File: src/rtl/pwr_mode_pkg.sv
// Package: shared mode encoding for the power-mode controller.
// Assumes the 3-bit code is visible to software as-is, so values are fixed.
package pwr_mode_pkg;

    typedef enum logic [2:0] {
        MODE_RUN  = 3'd0,
        MODE_WAIT = 3'd1,
        MODE_STOP = 3'd2,
        MODE_STBY = 3'd3,
        MODE_PDN  = 3'd4
    } pwr_mode_e;

endpackage

File: src/rtl/pwr_wake_filter.sv
// Wake qualification: reduces all interrupt and debug sources into one wake
// flag per low-power mode. In the Stop flag, a peripheral interrupt counts only
// when that peripheral's keep-clock bit is set. Purely combinational; assumes
// the inputs are synchronous to the controller clock.
module pwr_wake_filter #(
    parameter int N_IRQ = 8,
    parameter int N_TMR = 4
) (
    input  logic [N_IRQ-1:0] irq_req,
    input  logic [N_TMR-1:0] tmr_irq,
    input  logic [N_TMR-1:0] tmr_stop_keep,
    input  logic             sci_irq,
    input  logic             sci_stop_keep,
    input  logic             lvi_irq,
    input  logic             dbg_req,
    output logic             wake_wait,
    output logic             wake_stop
);

    logic [N_TMR-1:0] tmr_stop_hit;

    // One qualifier per timer channel: interrupt counts only if its clock survives Stop.
    for (genvar g = 0; g < N_TMR; g++) begin : g_tmr_qual
        assign tmr_stop_hit[g] = tmr_irq[g] & tmr_stop_keep[g];
    end

    // Wait accepts every interrupt source and debug entry.
    always_comb begin
        wake_wait = (|irq_req) | (|tmr_irq) | sci_irq | lvi_irq | dbg_req;
    end

    // Stop accepts only clocked peripherals, low voltage and debug entry.
    always_comb begin
        wake_stop = (|tmr_stop_hit) | (sci_irq & sci_stop_keep) | lvi_irq | dbg_req;
    end

endmodule

File: src/rtl/pwr_mode_fsm.sv
// Mode register and transition rules. Strobes are honoured only in Run.
// Stop beats Wait, and Wait beats Standby entry. Standby exits after its
// configuration is cleared and the PLL reports lock. Power-Down yields only to
// the external reset or the power-on reset (rst_n, synchronous, active low).
module pwr_mode_fsm
    import pwr_mode_pkg::*;
(
    input  logic      clk,
    input  logic      rst_n,
    input  logic      ext_rst,
    input  logic      sw_rst,
    input  logic      wdog_rst,
    input  logic      wait_strobe,
    input  logic      stop_strobe,
    input  logic      wake_wait,
    input  logic      wake_stop,
    input  logic      stby_all_set,
    input  logic      stby_all_clear,
    input  logic      cfg_osc_off,
    input  logic      pll_locked,
    output pwr_mode_e mode
);

    pwr_mode_e mode_nxt;
    logic      soft_rst;

    // Resets that can reach the controller only while some clock still runs.
    always_comb begin
        soft_rst = sw_rst | wdog_rst;
    end

    // Next-mode selection with reset overrides applied last.
    always_comb begin
        mode_nxt = mode;
        unique case (mode)
            MODE_RUN: begin
                if (stop_strobe)       mode_nxt = MODE_STOP;
                else if (wait_strobe)  mode_nxt = MODE_WAIT;
                else if (stby_all_set) mode_nxt = MODE_STBY;
            end
            MODE_WAIT: if (wake_wait) mode_nxt = MODE_RUN;
            MODE_STOP: if (wake_stop) mode_nxt = MODE_RUN;
            MODE_STBY: begin
                if (cfg_osc_off)                       mode_nxt = MODE_PDN;
                else if (stby_all_clear && pll_locked) mode_nxt = MODE_RUN;
            end
            MODE_PDN: mode_nxt = MODE_PDN;
            default:  mode_nxt = MODE_RUN;
        endcase
        if (soft_rst && mode != MODE_PDN) mode_nxt = MODE_RUN;
        if (ext_rst)                      mode_nxt = MODE_RUN;
    end

    // Mode register with synchronous power-on reset.
    always_ff @(posedge clk) begin
        if (!rst_n) mode <= MODE_RUN;
        else        mode <= mode_nxt;
    end

    AST_WAIT_ENTRY: assert property (@(posedge clk) disable iff (!rst_n)
        (mode == MODE_RUN && wait_strobe && !stop_strobe && !ext_rst && !soft_rst)
        |=> mode == MODE_WAIT);
    AST_STOP_WINS: assert property (@(posedge clk) disable iff (!rst_n)
        (mode == MODE_RUN && stop_strobe) |=> mode inside {MODE_STOP, MODE_RUN});
    AST_STOP_HOLD: assert property (@(posedge clk) disable iff (!rst_n)
        (mode == MODE_STOP && !wake_stop && !ext_rst && !soft_rst) |=> mode == MODE_STOP);
    AST_STBY_LOCK: assert property (@(posedge clk) disable iff (!rst_n)
        (mode == MODE_STBY && !pll_locked && !ext_rst && !soft_rst)
        |=> mode inside {MODE_STBY, MODE_PDN});
    AST_PDN_HOLD: assert property (@(posedge clk) disable iff (!rst_n)
        (mode == MODE_PDN && !ext_rst) |=> mode == MODE_PDN);
    AST_RST_TO_RUN: assert property (@(posedge clk) disable iff (!rst_n)
        (ext_rst || (soft_rst && mode != MODE_PDN)) |=> mode == MODE_RUN);

endmodule

File: src/rtl/pwr_clk_gate.sv
// Clock-enable decode: maps the current mode and the per-peripheral keep bits
// onto every enable output and the low-rate select. Purely combinational;
// assumes the mode input comes straight from the mode register.
module pwr_clk_gate
    import pwr_mode_pkg::*;
#(
    parameter int N_TMR = 4
) (
    input  pwr_mode_e        mode,
    input  logic [N_TMR-1:0] tmr_stop_keep,
    input  logic             sci_stop_keep,
    output logic             master_clk_en,
    output logic             core_clk_en,
    output logic             mem_clk_en,
    output logic             per_clk_en,
    output logic             hs_per_clk_en,
    output logic [N_TMR-1:0] tmr_clk_en,
    output logic             sci_clk_en,
    output logic             slow_clk_sel
);

    logic in_run, in_wait, in_stop, in_stby;

    // One-hot view of the mode for the decode terms below.
    always_comb begin
        in_run  = (mode == MODE_RUN);
        in_wait = (mode == MODE_WAIT);
        in_stop = (mode == MODE_STOP);
        in_stby = (mode == MODE_STBY);
    end

    // Group enables shared by all consumers of a clock domain.
    always_comb begin
        master_clk_en = in_run | in_wait | in_stop | in_stby;
        core_clk_en   = in_run | in_stby;
        mem_clk_en    = in_run | in_stby;
        per_clk_en    = in_run | in_wait | in_stby;
        hs_per_clk_en = in_run | in_wait;
        slow_clk_sel  = ~(in_run | in_wait | in_stop);
        sci_clk_en    = per_clk_en | (in_stop & sci_stop_keep);
    end

    // Per-channel timer enables: running domain, or kept alive through Stop.
    for (genvar g = 0; g < N_TMR; g++) begin : g_tmr_en
        assign tmr_clk_en[g] = per_clk_en | (in_stop & tmr_stop_keep[g]);
    end

endmodule

File: src/rtl/pwr_mode_ctrl.sv
// Top of the low-power mode and wake controller: joins the wake filter, the
// mode register and the clock-enable decode. Assumes all inputs are
// synchronous to clk and rst_n is a synchronous active-low power-on reset.
module pwr_mode_ctrl
    import pwr_mode_pkg::*;
#(
    parameter int N_IRQ = 8,
    parameter int N_TMR = 4
) (
    input  logic             clk,
    input  logic             rst_n,
    input  logic             ext_rst,
    input  logic             sw_rst,
    input  logic             wdog_rst,
    input  logic             wait_strobe,
    input  logic             stop_strobe,
    input  logic [N_IRQ-1:0] irq_req,
    input  logic [N_TMR-1:0] tmr_irq,
    input  logic [N_TMR-1:0] tmr_stop_keep,
    input  logic             sci_irq,
    input  logic             sci_stop_keep,
    input  logic             lvi_irq,
    input  logic             dbg_req,
    input  logic             cfg_relax_sel,
    input  logic             cfg_pll_off,
    input  logic             cfg_osc_stby,
    input  logic             cfg_reg_stby,
    input  logic             cfg_osc_off,
    input  logic             pll_locked,
    output logic             master_clk_en,
    output logic             core_clk_en,
    output logic             mem_clk_en,
    output logic             per_clk_en,
    output logic             hs_per_clk_en,
    output logic [N_TMR-1:0] tmr_clk_en,
    output logic             sci_clk_en,
    output logic             slow_clk_sel,
    output logic [2:0]       mode_code
);

    pwr_mode_e mode;
    logic      wake_wait, wake_stop;
    logic      stby_all_set, stby_all_clear;

    // Standby configuration summary: fully applied or fully undone.
    always_comb begin
        stby_all_set   = cfg_relax_sel & cfg_pll_off & cfg_osc_stby & cfg_reg_stby;
        stby_all_clear = ~(cfg_relax_sel | cfg_pll_off | cfg_osc_stby | cfg_reg_stby);
    end

    pwr_wake_filter #(.N_IRQ(N_IRQ), .N_TMR(N_TMR)) u_wake (
        .irq_req       (irq_req),
        .tmr_irq       (tmr_irq),
        .tmr_stop_keep (tmr_stop_keep),
        .sci_irq       (sci_irq),
        .sci_stop_keep (sci_stop_keep),
        .lvi_irq       (lvi_irq),
        .dbg_req       (dbg_req),
        .wake_wait     (wake_wait),
        .wake_stop     (wake_stop)
    );

    pwr_mode_fsm u_fsm (
        .clk            (clk),
        .rst_n          (rst_n),
        .ext_rst        (ext_rst),
        .sw_rst         (sw_rst),
        .wdog_rst       (wdog_rst),
        .wait_strobe    (wait_strobe),
        .stop_strobe    (stop_strobe),
        .wake_wait      (wake_wait),
        .wake_stop      (wake_stop),
        .stby_all_set   (stby_all_set),
        .stby_all_clear (stby_all_clear),
        .cfg_osc_off    (cfg_osc_off),
        .pll_locked     (pll_locked),
        .mode           (mode)
    );

    pwr_clk_gate #(.N_TMR(N_TMR)) u_gate (
        .mode          (mode),
        .tmr_stop_keep (tmr_stop_keep),
        .sci_stop_keep (sci_stop_keep),
        .master_clk_en (master_clk_en),
        .core_clk_en   (core_clk_en),
        .mem_clk_en    (mem_clk_en),
        .per_clk_en    (per_clk_en),
        .hs_per_clk_en (hs_per_clk_en),
        .tmr_clk_en    (tmr_clk_en),
        .sci_clk_en    (sci_clk_en),
        .slow_clk_sel  (slow_clk_sel)
    );

    // Export the mode code unchanged.
    always_comb begin
        mode_code = mode;
    end

    AST_CORE_MEM_PAIR: assert property (@(posedge clk) disable iff (!rst_n)
        core_clk_en == mem_clk_en);
    AST_RUN_ALL_ON: assert property (@(posedge clk) disable iff (!rst_n)
        (mode_code == 3'd0) |-> (core_clk_en && per_clk_en && hs_per_clk_en && !slow_clk_sel));
    AST_STOP_QUIET: assert property (@(posedge clk) disable iff (!rst_n)
        (mode_code == 3'd2) |-> (!core_clk_en && !per_clk_en && master_clk_en
                                 && ((tmr_clk_en & ~tmr_stop_keep) == '0)));
    AST_PDN_DARK: assert property (@(posedge clk) disable iff (!rst_n)
        (mode_code == 3'd4) |-> (!master_clk_en && !core_clk_en && !per_clk_en
                                 && tmr_clk_en == '0 && !sci_clk_en));
    AST_STBY_SLOW: assert property (@(posedge clk) disable iff (!rst_n)
        (mode_code == 3'd3) |-> (slow_clk_sel && !hs_per_clk_en && core_clk_en));

endmodule

File: config.mk
export PLATFORM = sky130hd
export DESIGN_NAME = pwr_mode_ctrl
export DESIGN_NICKNAME = d
export VERILOG_FILES = /design/src/rtl/pwr_mode_pkg.sv /design/src/rtl/pwr_wake_filter.sv /design/src/rtl/pwr_mode_fsm.sv /design/src/rtl/pwr_clk_gate.sv /design/src/rtl/pwr_mode_ctrl.sv
export SDC_FILE = /design/constraint.sdc
export NUM_CORES = 1
export LEC_CHECK = 0
export BUFFER_PORTS_ARGS = -buffer_cell sky130_fd_sc_hd__buf_2
export CORE_AREA = 2 2 39 41
export CTS_CLUSTER_DIAMETER = 50
export CTS_CLUSTER_SIZE = 14
export DETAILED_ROUTE_END_ITERATION = 7
export DIE_AREA = 0 0 41 43
export PLACE_DENSITY = 0.74
export SYNTH_ARGS = -nofsm -noshare
export SYNTH_HDL_FRONTEND = slang
export SYNTH_SLANG_ARGS = --single-unit
File: constraint.sdc
create_clock -name clk -period 1.5 [get_ports clk]
set_input_delay 0.3 -clock clk [delete_from_list [all_inputs] [get_ports clk]]
set_output_delay 0.3 -clock clk [all_outputs]
set_load 0.01 [all_outputs]
Word-level counts from Yosys, hierarchy flattened
Cells that the tools add are included.
{ "classes": {"reduce_logical": 8, "n_eq_ne": 9, "bitwise": 37, "mux": 8} }
{ "ops": {"columns": ["cell", "count"], "rows": [
  ["2-to-1 mux 3 bit", 7],
  ["OR 1 bit", 21],
  ["one-hot mux 3 bit (5 select lines)", 1],
  ["AND 1 bit", 13],
  ["OR reduction 4 bit", 2],
  ["OR reduction 8 bit", 1],
  ["equality test 3 x 2 -> 1 bit (second input constant)", 2],
  ["inequality test 3 bit (second input constant)", 2],
  ["inequality test 2 bit (second input constant)", 2],
  ["inequality test 4 bit (second input constant)", 1],
  ["AND reduction 4 bit", 1],
  ["equality test 3 x 1 -> 1 bit (second input constant)", 1],
  ["equality test 3 bit (second input constant)", 1],
  ["zero test 3 bit", 1],
  ["NOT 1 bit", 3],
  ["OR reduction 3 bit", 1],
  ["logical AND 1 bit", 2]
]} }
{ "word_totals": {"elab_cells": 63, "input_bits": 33, "register_bits": 3, "output_inout_bits": 14} }

Logic depth before layout (Yosys ltp)
{ "depth": {"ltp_word": 8, "ltp_mapped": 6, "mapped_depth_nobuf": 5} }

Cells and area by module
Synthesis repeated with hierarchy kept, for this count alone.
{ "hier_totals": {"cells_unflattened": 59, "area_unflattened_um2": 440.4} }
{ "modules_own_cells": {"columns": ["module", "area_per_inst_um2", "instances", "cells_per_inst"], "rows": [
  ["pwr_mode_fsm", 214.0, 1, 27],
  ["pwr_clk_gate", 146.4, 1, 21],
  ["pwr_wake_filter", 57.6, 1, 9],
  ["pwr_mode_ctrl", 22.5, 1, 2]
]} }

Worst setup path after synthesis
OpenSTA, ideal clock, no wires.
{ "synth_path": {"kind": "register to output", "from": "reg u_fsm.mode[0]", "to": "out sci_clk_en", "n_path_buf": 1, "stages_incl_launch_ff": 5, "t_required_ns": 1.200, "slack_ns": -0.021, "arrival_time_ns": 1.221, "path_cell_list": "dfxtp_1 buf_2 inv_1 a21oi_1 a21o_1"} }
{ "synth_via": {"elab_chain_len": 4} }
{ "synth_lines": {"columns": ["element", "line_no", "text"], "rows": [
  ["start, declared", "pwr_mode_fsm.sv:21", "output pwr_mode_e mode"],
  ["start signal, assigned", "pwr_mode_fsm.sv:57", "else mode <= mode_nxt;"],
  ["equality test 3 x 1 -> 1 bit or zero test 3 bit (tied branches)", "pwr_clk_gate.sv:27, pwr_clk_gate.sv:26", null],
  ["OR 1 bit", "pwr_clk_gate.sv:37", "per_clk_en = in_run | in_wait | in_stby;"],
  ["OR 1 bit *", "pwr_clk_gate.sv:37", null],
  ["named net per_clk_en", "pwr_mode_ctrl.sv:33", "output logic per_clk_en,"],
  ["OR 1 bit *", "pwr_clk_gate.sv:40", "sci_clk_en = per_clk_en | (in_stop & sci_stop_keep);"],
  ["end, declared", "pwr_mode_ctrl.sv:36", "output logic sci_clk_en,"]
]} }
The timed path passes the listed nets; every way through them passes the cells marked *.

Worst setup path in the final report
{ "layout_path": {"from": "reg u_fsm.mode[0]", "to": "out tmr_clk_en[3]"} }
{ "layout_via": {"elab_chain_len": 4} }
{ "layout_lines": {"columns": ["element", "line_no", "text"], "rows": [
  ["equality test 3 x 1 -> 1 bit or zero test 3 bit (tied branches)", "pwr_clk_gate.sv:27, pwr_clk_gate.sv:26", null],
  ["OR 1 bit (2 in series)", "pwr_clk_gate.sv:37", null],
  ["OR 1 bit *", "pwr_clk_gate.sv:45", "assign tmr_clk_en[g] = per_clk_en | (in_stop & tmr_stop_keep[g]);"],
  ["end, declared", "pwr_mode_ctrl.sv:35", "output logic [N_TMR-1:0] tmr_clk_en,"]
]} }
Mark *: on every way between the ends. The rest lies on a longest branch, timed or not.

==> results.toml <==
[sta]
rsz0062_at_grt = "true"
slew_headroom_pct = 69.99
post-route-period-util_pct = 99.63
worst_pin_slew_ps = 446.0
tns_ps = 0
hold_viol_final = 0
drv_slew = 0
finalSetupViolations = 0
fin_ws_ps = 5.619
fin_crit_ps = 1494
skew_ps = 1.673
max_freq_mhz = 669.2

[global_routing]
antenna_found_initial = 0
grt_overflow_total = 0
track_usage_pct = 15.46
grt_pass1_wl_mm = 1.897
grt_max_degree = 10
grt_pass1_vias = 539

[route]
wl_per_cell_um = 10.75
vias = 609
drt-pass1-iter-count = 4
viasPerCell = 5.033
antenna_left = 0
drc = 0
drt-initial-drc-count = 6
wl_mm = 1.301

[floorplanning]
die_w_um = 41
dieArea_um2 = 1763
ios = 47
fp.dieH_um = 43
rows = 14
floorplan.initialDensity_pct = 29.39
coreArea_um2 = 1384

[final_layout]
antenna_cells = 0
syn_to_final_growth_pct = 83.08
fill_cells = 134
reg_top3 = "u_fsm.mode x3"
largest_reg_flops = 3
finish.net_count = 139
post_route_cells_drive_above_1_share_pct = 66.67
regMostFlops = "u_fsm.mode"

[status]
status = "finished, final reports clean"

[place]
gp_congestion = 0.7317
hpwl_mm = 1.083
io_buffers = 46
dpl_worst_slack_ps = 25.49

[synthesis]
synth_ff_type = "dfxtp_1"
synth_seq_cells = 3
ys_types = 25
synth.net_count = 83
syn_avg_cell_area_um2 = 8.133
synth-edff-count = 0
synth_top_area_share_pct = 14.77
yosysTopAreaCell = "dfxtp_1"
synth_area_leaders = "dfxtp_1 (15%), a21o_1 (9.2%), nor3b_4 (9.2%)"
ys_seq_area_share_pct = 14.77
async_reset_ff_share_pct = 0
netlist_area_um2 = 406.6
ys_warn_count = 0
synth_cells = 50

[setup_path]
crit_path_end_kind = "output pin"
cp-start-kind = "flop"
worstSetupStartpoint = "u_fsm.mode[0]$_SDFFE_PP0P_"
r2r-start = "u_fsm.mode[1]$_SDFFE_PP0P_"
critical_path.max_stage_delay_ps = 360
crit_type = "flop to output pin"
worstSetupEndpoint = "tmr_clk_en[3]"
cp.arrival_ps = 1190
worstPathCellList = "nor3b_4 -> a21o_1 -> buf_2"
cpMaxStageDelayCell = "dfxtp_4"
r2r_setup_slack_ps = 80
path_max_fanout = 7
worst_r2r_endpoint = "u_fsm.mode[1]$_SDFFE_PP0P_"
cp_data_required_time_ps = 1200
reg2reg_depth = 4

[pwr]
p_leak_nw = 0.3710
power_per_cell_area_nw_per_um2 = 437.3
ir_drop_v = 0.0003209
fin_total_pwr_w = 0.0003255

[clock_network]
clk_pin_slew_ps = 40
clk_latency_ps = 240
cts_root_buf = "clkbuf_4"
h-tree-depth = 1
numCtsBuffers = 3
holdBufCountCts = 0
clock_path_buffers = 2
cts_tree = "built"
cts_num_sinks = 3

[run]
drv_cap = 0

[hold_path]
hp-class = "primary input to flop"
[cells in the final DEF, fill, tap and decap left out, drive strengths merged]
master,n
a21oi,2
nor4b,1
xor2,1
nor4,5
o21a,1
nand3,2
clkbuf,4
a21o,5
inv,4
dfxtp,3
nand2,3
nor3b,3
a211o,1
mux2i,2
o2111ai,1
buf,55
a311oi,1
a211oi,1
nand4,2
a22oi,2
nor2,6
[worst min-delay path by stage]
stage          startpoint                         end  slack [ps]  depth (start not counted)
2_1_floorplan     ext_rst  u_fsm.mode[2]$_SDFFE_PP0P_         470                          2
3_3_place_gp      ext_rst  u_fsm.mode[2]$_SDFFE_PP0P_         600                          3
3_5_place_dp      ext_rst  u_fsm.mode[2]$_SDFFE_PP0P_         600                          3
4_1_cts           ext_rst  u_fsm.mode[2]$_SDFFE_PP0P_         350                          3
5_1_grt           ext_rst  u_fsm.mode[0]$_SDFFE_PP0P_         390                          4
6_report          ext_rst  u_fsm.mode[0]$_SDFFE_PP0P_         360                          4
[power breakdown]
part / internal, W / total [W] / switching [W] / leakage (nW)
combinational: 0.0000554 / 0.0000987 / 0.0000433 / 0.330
clock: 0.000100 / 0.000147 / 0.0000469 / 0.0150
sequential: 0.0000784 / 0.0000799 / 0.00000152 / 0.0263
total: 0.000234 / 0.000326 / 0.0000917 / 0.371
[worst max-delay path: cells and delay by family, from the launching register on]
family | cells | cell delay, ps
AND/OR/NAND/NOR | 1 | 310
buffers and inverters | 1 | 120
flip-flops | 1 | 360
AO/OA/AOI/OAI | 1 | 160
[cell usage after synthesis, types with 2 or more instances]
| library cell | instances |
|---|---|
| nor2_1 | 6 |
| a21o_1 | 5 |
| nor4_1 | 5 |
| inv_1 | 4 |
| dfxtp_1 | 3 |
| nand2_1 | 3 |
| a22oi_1 | 2 |
| buf_4 | 2 |
| mux2i_1 | 2 |
| nand4_1 | 2 |
| nor3b_4 | 2 |
[routing by layer]
metal  up-vias  part of all wire [%]  global-route usage [%]
met2        30                    53                   30.63
met5         -                     0                       0
met4         0                   1.5                   8.000
met1       276                    35                   12.86
met3         2                    11                   2.094
li1        301                     -                       -
[kinds of logic after synthesis]
group / synth area share, %
flops: 14.77
simple gates: 38.77
buf+inv: 11.38
mux: 4.923
xor+xnor: 2.154
compound gates: 28.00
[cell type report]
cell class	count	area (µm²)	share of cell area (%)
multi-input combinational	39	316.6	42.52
timing repair buffer	55	297.8	40.00
sequential	3	68.82	9.244
clock buffer	4	26.28	3.529
tap	16	20.02	2.689
inverter	4	15.01	2.017
[stage by stage]
| step | hold slack, ps | util, % | cells | instance area (µm²) |
|---|---|---|---|---|
| after detailed placement | 603.6 | 47.11 | 111 | 651.9 |
| after global routing | 385.0 | 53.80 | 121 | 744.5 |
| after floorplan | 468.9 | - | 50 | 410.4 |
| final | 359.1 | 53.80 | 121 | 744.5 |
| after global placement | 602.7 | 47.11 | 111 | 651.9 |
| after CTS | 347.1 | 51.27 | 117 | 709.4 |
[timing repair]
item / 4_1_cts / 5_1_grt
buffers inserted: 2 / 4
endpoints found under the setup margin: 9 / 8
cloned: 0 / 0
pin swaps: 4 / 5
resized for setup: 6 / 1
Note: power is estimated with default switching activity, not from simulation.
